$ cat config.mk
export PLATFORM = sky130hd
export DESIGN_NAME = bank_ram_stack
export DESIGN_NICKNAME = d
export VERILOG_FILES = /design/src/rtl/bank_ram_stack.sv
export SDC_FILE = /design/constraint.sdc
export NUM_CORES = 1
export LEC_CHECK = 0
export ABC_CLOCK_PERIOD_IN_PS = 4950
export BUFFER_PORTS_ARGS = -buffer_cell sky130_fd_sc_hd__buf_2
export CAP_MARGIN = 20
export CORE_MARGIN = 3
export CORE_UTILIZATION = 50
export DETAILED_ROUTE_END_ITERATION = 12
export GPL_ROUTABILITY_DRIVEN = 0
export MAX_ROUTING_LAYER = met4
export PLACE_DENSITY = 0.7
export SYNTH_ARGS = -nofsm -noshare
export SYNTH_HDL_FRONTEND = slang
export SYNTH_SLANG_ARGS = --single-unit
$ cat constraint.sdc
create_clock -name clk -period 4.95 [get_ports clk]
set_clock_uncertainty 0.15 [all_clocks]
set_input_delay 0.2475 -clock clk [delete_from_list [all_inputs] [get_ports clk]]
set_output_delay 0.2475 -clock clk [all_outputs]
set_load 0.005 [all_outputs]
$ cat src/rtl/bank_ram_stack.sv
module bank_ram_stack #(
  parameter int DW = 8,
  parameter int DEPTH = 128,
  parameter int AW = 8,
  parameter logic [AW-1:0] SP_INIT = 8'h07
) (
  input  logic          clk,
  input  logic          rst_n,
  input  logic [3:0]    op,
  input  logic [1:0]    rs,
  input  logic [2:0]    reg_idx,
  input  logic [AW-1:0] addr,
  input  logic [AW-1:0] dst_addr,
  input  logic [DW-1:0] wdata,
  output logic [DW-1:0] rdata,
  output logic          rvalid,
  output logic          range_err,
  output logic          busy,
  output logic [AW-1:0] sp
);
  localparam int IW = $clog2(DEPTH);

  logic [DW-1:0] mem [DEPTH];
  logic [DW-1:0] hold;
  logic [IW-1:0] mv_dst;

  logic [AW-1:0] ea;
  logic          rd, wr, mv, uses_addr;

  wire [AW-1:0] reg_addr = AW'({rs, reg_idx});
  wire [AW-1:0] ptr      = AW'(mem[IW'({rs, 2'b00, reg_idx[0]})]);
  wire [AW-1:0] sp_up    = sp + AW'(1);
  wire          ea_ok    = ~|ea[AW-1:IW];
  wire          dst_ok   = ~|dst_addr[AW-1:IW];
  wire          go       = !busy;
  wire          bad      = go && uses_addr && (!ea_ok || (mv && !dst_ok));

  always_comb begin
    ea = addr;
    rd = 1'b0;
    wr = 1'b0;
    mv = 1'b0;
    uses_addr = 1'b1;
    case (op)
      4'd1: begin ea = reg_addr; rd = 1'b1; end
      4'd2: begin ea = reg_addr; wr = 1'b1; end
      4'd3: rd = 1'b1;
      4'd4: wr = 1'b1;
      4'd5: begin ea = ptr; rd = 1'b1; end
      4'd6: begin ea = ptr; wr = 1'b1; end
      4'd7: begin ea = sp_up; wr = 1'b1; end
      4'd8: begin ea = sp; rd = 1'b1; end
      4'd9: mv = 1'b1;
      default: uses_addr = 1'b0;
    endcase
  end

  always_ff @(posedge clk) begin
    if (busy)
      mem[mv_dst] <= hold;
    else if (wr && ea_ok)
      mem[ea[IW-1:0]] <= wdata;
  end

  always_ff @(posedge clk or negedge rst_n) begin
    if (!rst_n) begin
      sp        <= SP_INIT;
      rdata     <= '0;
      rvalid    <= 1'b0;
      range_err <= 1'b0;
      busy      <= 1'b0;
      hold      <= '0;
      mv_dst    <= '0;
    end else if (busy) begin
      busy      <= 1'b0;
      rvalid    <= 1'b0;
      range_err <= 1'b0;
    end else begin
      rvalid    <= rd;
      rdata     <= (rd && ea_ok) ? mem[ea[IW-1:0]] : '0;
      range_err <= bad;
      if (op == 4'd7) sp <= sp_up;
      if (op == 4'd8) sp <= sp - AW'(1);
      if (mv && !bad) begin
        hold   <= mem[ea[IW-1:0]];
        mv_dst <= dst_addr[IW-1:0];
        busy   <= 1'b1;
      end
    end
  end
endmodule

**Yosys cells after proc, flatten, opt, wreduce, memory -nomap -nowiden**

Memory sizes are Yosys's and may differ from the RTL's.
Cells that the tools add are included.

- Register bits after elaboration: 34
- Bits in writable memories: 1024
- Bits of input ports: 35
- Output and inout bits: 19
- Word-level logic and storage cells: 59
- Memories kept: 1

Memories:

| memory | depth | width | read ports | clocked after Yosys merged registers in | wr ports | line | source |
|---|---|---|---|---|---|---|---|
| mem | 128 | 8 | 2 | 0 | 1 | 23 | `logic [DW-1:0] mem [DEPTH];` |

- Add/subtract/negate cells: 2
- Equal/unequal tests: 9
- Mux-type cells: 20
- Bitwise operators: 1
- Reductions and logical operators: 19

Operator list:

| operator | number |
|---|---|
| 2-to-1 mux 8 bit | 4 |
| one-hot mux 8 bit (4 select lines) | 1 |
| == test 4 x 3 -> 1 bit, second input constant | 4 |
| 2-to-1 mux 1 bit | 14 |
| OR reduction 9 bit | 1 |
| adder 8 x 1 -> 8 bit, second input constant | 1 |
| == test 4 x 2 -> 1 bit, second input constant | 2 |
| == test 4 bit, second input constant | 2 |
| OR reduction 4 bit | 2 |
| OR reduction 8 bit | 1 |
| subtractor 8 x 1 -> 8 bit, second input constant | 1 |
| 2-to-1 mux 7 bit | 1 |
| logical AND 1 bit | 6 |
| == test 4 x 1 -> 1 bit, second input constant | 1 |
| AND reduction 2 bit | 2 |
| OR reduction 2 bit | 2 |
| logical NOT 1 bit | 3 |
| nonzero test 2 bit | 1 |
| logical OR 1 bit | 1 |
| NOT 1 bit | 1 |

**Longest topological paths before layout**

Gate-level depths: netlist of run 1.

- Depth after elaboration: 10
- Mapped depth: 17
- Gate-level depth less buffers: 11

**Worst setup path before layout of run 1**

No wires, ideal clock.

- Path kind: flip-flop to flip-flop
- From: register sp[2]
- To: memory mem[57][0], enable pin
- Library setup time: 0.370 ns
- Data arrival time: 3.631 ns
- Data required time: 4.430 ns
- Slack: 0.799 ns
- Cell stages (with the launch flop): 15
- Path buffers: 4
- Period minus slack after synthesis: 4.151 ns
- Cell sequence: dfstp_2 clkbuf_1 nand3_1 or3_1 xnor2_1 a21oi_1 o2bb2ai_1 and3b_1 clkbuf_1 buf_2 nor2_1 a21oi_1 nand4_1 clkbuf_1 nor2_1

- Word-level cells in the longest chain between the ends: 9
- Elaborated cells on any way between the ends: 10
- Those cells by class: add/sub: 1; mux: 6; reduce/logical: 3

Ends and longest elaborated chain:

| what | line | source |
|---|---|---|
| start, declared | 19 | `output logic [AW-1:0] sp` |
| start signal, assigned | 82 | `if (op == 4'd7) sp <= sp_up;` |
| start signal, assigned | 83 | `if (op == 4'd8) sp <= sp - AW'(1);` |
| adder 8 x 1 -> 8 bit | 32 | `wire [AW-1:0] sp_up = sp + AW'(1);` |
| one-hot mux 8 bit (4 select lines) * | 44 | `case (op)` |
| logical NOT 1 bit | 33 | `wire ea_ok = ~\|ea[AW-1:IW];` |
| logical AND 1 bit | 61 | `else if (wr && ea_ok)` |
| 2-to-1 mux 1 bit | 61 |  |
| 2-to-1 mux 1 bit | 59 | `if (busy)` |
| 2-to-1 mux 1 bit (not written as such) | 62 | `mem[ea[IW-1:0]] <= wdata;` |
| OR reduction 8 bit (no source line) | - |  |
| 2-to-1 mux 7 bit (no source line) / 2-to-1 mux 1 bit (equally long branches) | - |  |
| end, declared | 23 |  |

Mark *: on every way between the ends. The rest lies on a longest branch, timed or not.

**Worst setup path after layout of run 1**

- From: register sp[2]
- To: memory mem[7][4], enable pin

The elaborated chain is that of the path after synthesis.

==> results of run 1 <==
report_power, final:
group | total, W | internal [W] | switching (W)
registers | 0.0110 | 0.0108 | 0.000146
logic | 0.00492 | 0.00132 | 0.00360
clock network | 0.00785 | 0.00446 | 0.00339
cells in the mapped netlist, types with 13 or more instances:
cell	n	area, um2
edfxtp_1	1024	30750
a211oi_1	65	488.0
buf_2	53	265.3
nand4_1	43	269.0
a32oi_1	20	175.2
a221oi_1	21	183.9
nand3_1	191	955.9
a22oi_1	21	157.7
mux2i_1	199	1992
o22ai_1	31	193.9
nor2_1	160	600.6
o21ai_0	33	165.2
nand2_1	645	2421
a311oi_1	22	192.7
a21oi_1	29	145.1
a31oi_1	113	706.9
and3_1	65	406.6
clkbuf_1	128	480.5
o22a_1	13	113.9
dfrtp_1	31	775.7
o211ai_1	17	127.6
through the flow:
| step | instance area, um2 | power, W | cells |
|---|---|---|---|
| global route | 50090 | 0.02445 | 4593 |
| global placement | 46500 | 0.01583 | 4379 |
| finish | 50090 | 0.02376 | 4593 |
| CTS | 50090 | 0.02370 | 4592 |
| detailed placement | 46500 | 0.01594 | 4379 |
| floorplan | 43360 | 0.01372 | 3112 |
sequential cells by signal (all words and copies together), names as in the netlist:
signal,flops
hold,8
rdata,8
mem,1024
mv_dst,7
busy,1
range_err,1
sp,8
rvalid,1
final cells by class:
type	count	area (um2)	share of cell area [%]
repair buffers	341	2665	5.320
multi-input cells	1848	10970	21.90
inverters	8	30.03	0.05995
well taps	1144	1431	2.857
flip-flops and latches	1058	31600	63.09
clock buffers	133	2700	5.390
clock inverters	60	688.2	1.374
diodes	1	2.502	0.004996
layer usage:
layer  share of wire [%]  GRT usage [%]  wire length (um)
met3                  12          6.301             14460
met4                 4.5          11.78              5420
met2                  45          40.79             55030
met1                  38          36.53             46200
met5                   0              -                 0
logic make-up (layout without fill, tap and decap cells):
logic type,count (synthesis),count (layout)
compound gates,448,448
xor+xnor,12,12
fa+ha+maj,2,2
buf+inv,206,542
flops,1058,1058
mux,219,219
other cells,0,1
simple gates,1167,1167
worst reg2reg max path, delay by kind of cell (launching register included):
family / cells / cell delay (ns)
DFF: 1 / 0.62
and+or+nand+nor: 6 / 2.52
buffers and inverters: 1 / 0.19
muxes: 1 / 0.16
AOI/OAI and AO/OA: 2 / 0.41
xor gates and xnor gates: 1 / 0.14
repair_timing:
item                                   in CTS  in global routing
endpoints found under the hold margin      43                  0
buffers inserted                            0                  0
hold buffers                               20                  0
final timing paths:
| path | from | end | slack, ns |
|---|---|---|---|
| min reg2reg | hold[2] | hold[2] | 0.42 |
| min in group clk | addr[7] | mv_dst[6] | 0.20 |
| min | rst_n | sp[7] | 0.05 |
| max | sp[2] | mem[7][4] | 0.36 |
| max reg2reg | sp[2] | mem[7][4] | 0.36 |
| max in group asynchronous | rst_n | rdata[1] | 4.03 |
==> flow_metrics.tcl, run 1 <==
set metrics [dict create \
    synth_top_family_by_area "simple AND/OR/NAND/NOR gates" \
    synth_adder_area_share_pct 0.05772 \
    syn2layout_area_growth_pct 15.53 \
    drt_iter0_drc 3963 \
    worst_slack_ns 0.3577 \
    dieArea_mm2 0.09029 \
    synth_edf_count 1024 \
    fillers 6339 \
    dp_hpwl_mm 77.66 \
    min_period_ns 4.592 \
    syn_inst 3112 \
    cp-start-kind "register" \
    grt_pass1_vias 27950 \
    grt_antenna_before_repair 2 \
    die_h_um 300.5 \
    drv_slew 0 \
    synthSimpleGateAreaFrac_pct 11.83 \
    die_x_um 300.5 \
    hold_ws_ns 0.04910 \
    drt-total-wl_mm 121.1 \
    clkLatencyLatePin_ns 0.69 \
    most-common-layout-cells "edfxtp_1 (1,024), nand2_1 (642), buf_4 (253)" \
    vias 28670 \
    worst_hold_path_type "in2async" \
    powerDensity_mw_per_mm2 474.2 \
    ys_seq_area_share_pct 72.89 \
    final_common_cell "edfxtp_1" \
    cp_slowest_stage_delay_ns 0.86 \
    crit_chain "nand3_1, or3_1, xnor2_1, a21oi_1, o2bb2ai_1, and3b_1, mux2i_1, buf_4, nor2_1, nand3_1, nor2_1" \
    p_leak_nw 17.53 \
    cp.required_ns 5.10 \
    path_class "reg2reg" \
    ant_nets 0 \
    finalSetupViolations 0 \
    async_flop_share_pct 3.214 \
    timing.setup.tns_ns 0 \
    yosys_warnings 0 \
    syn_area_mm2 0.04336 \
    yosys-mux-area-fraction_pct 5.399 \
    remaining_drc_errors 0 \
    overflow 0 \
    grt_pass1_wl_mm 178.9 \
    hold_viol_final 0 \
    final_layout_size_suffix_gt1_share_pct 15.26 \
    ys_seq_elements 1058 \
    syn_avg_cell_area_um2 13.93 \
    fin_util_pct 58.56 \
    grt_max_degree 95 \
    wl_per_cell_um 26.37 \
    worstMarginPinSlew_ns 1.103 \
    crit_path_top_delay_cell "nor2_1" \
    numCtsBuffers 103 \
    rsz0062_at_grt "no" \
    critical_path_depth 11 \
    synth_cell_types 78 \
    synth_compound_area_share_pct 7.500 \
    clockBufferDepth 3 \
    place_ws_ns 0.4269 \
    core_mm2 0.08555 \
    status "completed" \
    ir_worst_vdd_mv 0.3334 \
    reg2regPathDepth 11 \
    clkTransAtPathRegs_ns 0.06 \
    max_freq_ghz 0.2178 \
    worstPathMaxFanout 14 \
    max_slew_margin_pct 26.47 \
    cts_root_buf "clkbuf_16" \
    synthFlopType "edfxtp_1" \
    critical_path.endpoint_type "register" \
    cts.sink_count 1058 \
    arrival_ns 4.74 \
    cts_resized 0 \
    critPathBufInv 1 \
    initial_core_util_pct 50.68 \
    first_pass_iters 7 \
    viasPerCell 6.243 \
    port_buffers 53 \
    period_share_pct 92.77 \
    fin_nets 3397 \
    h-tree-depth 3 \
    rows 107 \
    syn-num-nets 3149 \
    cts_tree "yes" \
    synthXorXnorAreaFrac_pct 0.2857 \
    io_pins 54 \
    grt_usage_pct 27.42 \
    maxCapViolations 0 \
    crit_family "simple AND/OR/NAND/NOR gates" \
]
(Power assumes the default switching activity.)
==> inputs of run 2 (changes only) <==
--- a/config.mk
+++ b/config.mk
@@ -12,8 +12,8 @@
 export CORE_UTILIZATION = 50
 export DETAILED_ROUTE_END_ITERATION = 12
 export GPL_ROUTABILITY_DRIVEN = 0
-export MAX_ROUTING_LAYER = met4
 export PLACE_DENSITY = 0.7
+export SETUP_SLACK_MARGIN = 0.15
 export SYNTH_ARGS = -nofsm -noshare
 export SYNTH_HDL_FRONTEND = slang
 export SYNTH_SLANG_ARGS = --single-unit
==> run 2 against run 1 <==
  * Critical path depth unchanged
  * Flip-flop and latch count unchanged
  * Worst hold slack better by 0.0067 ns
  * Clock-buffer cell count is the same
  * Cell area is essentially flat
  * Total power about the same
  * Sequential share of layout area hardly changed
  * Utilization about the same
  * Die area unchanged
  * Final cell count stayed put
  * Setup slack improved by 0.015 ns
  * Critical path type unchanged
  * Critical endpoint is now mem[7][1]
==> flow_metrics.tcl, run 2 (same netlist as run 1, synthesis figures left out) <==
set metrics [dict create \
    arrival_ns 4.72 \
    grt_max_degree 95 \
    core_mm2 0.08555 \
    worst_slack_ns 0.3731 \
    overflow 0 \
    worstMarginPinSlew_ns 1.085 \
    grt_usage_pct 26.57 \
    rsz0062_at_grt "no" \
    hold_viol_final 0 \
    place_ws_ns 0.4269 \
    fin_nets 3397 \
    clkTransAtPathRegs_ns 0.06 \
    regMostFlops "mem" \
    grt_pass1_vias 27940 \
    final_layout_size_suffix_gt1_share_pct 15.26 \
    dieArea_mm2 0.09029 \
    grt_pass1_wl_mm 178.7 \
    path_class "reg2reg" \
    first_pass_iters 8 \
    ant_nets 0 \
    cts.sink_count 1058 \
    timing.setup.tns_ns 0 \
    max_freq_ghz 0.2185 \
    numCtsBuffers 103 \
    max_slew_margin_pct 27.16 \
    initial_core_util_pct 50.68 \
    drt-total-wl_mm 121.0 \
    io_pins 54 \
    min_period_ns 4.577 \
    critical_path.endpoint_type "register" \
    status "completed" \
    cts_tree "yes" \
    clockBufferDepth 3 \
    h-tree-depth 3 \
    p_leak_nw 17.54 \
    rows 107 \
    worstPathMaxFanout 14 \
    drv_slew 0 \
    port_buffers 53 \
    wl_per_cell_um 26.35 \
    die_x_um 300.5 \
    die_h_um 300.5 \
    final_common_cell "edfxtp_1" \
    drt_iter0_drc 4171 \
    cts_root_buf "clkbuf_16" \
    worst_hold_path_type "in2async" \
    ir_worst_vdd_mv 0.3359 \
    grt_antenna_before_repair 2 \
    fillers 6335 \
    vias 28790 \
    finalSetupViolations 0 \
    clkLatencyLatePin_ns 0.69 \
    cp.required_ns 5.09 \
    dp_hpwl_mm 77.66 \
    maxCapViolations 0 \
    period_share_pct 92.46 \
    most-common-layout-cells "edfxtp_1 (1,024), nand2_1 (642), buf_4 (253)" \
    post_cts_buffers 0 \
    powerDensity_mw_per_mm2 474.2 \
    rrSetupSlack_ns 0.37 \
    syn2layout_area_growth_pct 15.56 \
    remaining_drc_errors 0 \
    viasPerCell 6.267 \
    largest_register_ffs 1024 \
    cp-start-kind "register" \
]
[run 2: cell counts in the layout (fill, tap and decap cells not counted)]
No cell type changed its count.
[run 2: metal layers]
layer  global-route usage, %  share of wire [%]  vias up
li1                        -                  -    12390
met1                   36.40                 38    14170
met2                   40.84                 45     1910
met3                   6.265                 12      312
met4                   11.72                4.5        0
met5                       0                  0        -
[run 2: area by class of cell]
cell class | instances | area, um2 | area share (%)
Sequential cell | 1058 | 31600 | 63.08
Multi-Input combinational cell | 1848 | 10980 | 21.92
Clock buffer | 133 | 2700 | 5.389
Timing Repair Buffer | 341 | 2665 | 5.319
Tap cell | 1144 | 1431 | 2.857
Clock inverter | 60 | 688.2 | 1.373
Inverter | 8 | 30.03 | 0.05993
Antenna cell | 1 | 2.502 | 0.004994
[run 2: power breakdown]
part           internal [W]  switching (W)
clock               0.00446        0.00339
combinational       0.00133        0.00360
sequential           0.0108       0.000150
[run 2: repair_timing]
action / in CTS / in global routing
resized for setup: 0 / 1
hold buffers: 20 / 0
endpoints found under the hold margin: 43 / 0
setup endpoints to repair: 0 / 9
[run 2: critical path, cell delays in order (launching register included)]
cell and delay, ns:
dfstp_2 0.63, nand3_1 0.11, or3_1 0.42, xnor2_1 0.14, a21oi_1 0.15, o2bb2ai_1 0.25, and3b_1 0.65, mux2i_1 0.16
buf_4 0.19, nor2_1 0.23, nand3_1 0.21, nor2_1 0.85
[run 2: path summary, 6_finish.rpt]
path,end,depth (start not counted),startpoint
setup / recovery,mem[7][1],11,sp[2]
hold / removal,sp[7],2,rst_n
setup reg to reg,mem[7][1],11,sp[2]
hold reg to reg,sp[7],1,sp[7]
max in group asynchronous,hold[2],2,rst_n
min in group clk,mv_dst[6],5,addr[7]
[run 2: through the flow]
step	std cells	cell area, um2	hold slack (ns)	power [W]	utilization, %
2_1_floorplan	3112	43360	-0.1981	0.01372	-
5_1_grt	4592	50100	0.1149	0.02445	58.57
3_3_place_gp	4379	46500	0.2281	0.01583	54.36
6_report	4593	50100	0.05577	0.02376	58.57
4_1_cts	4592	50090	0.05467	0.02370	58.55
3_5_place_dp	4379	46500	0.2487	0.01594	54.36
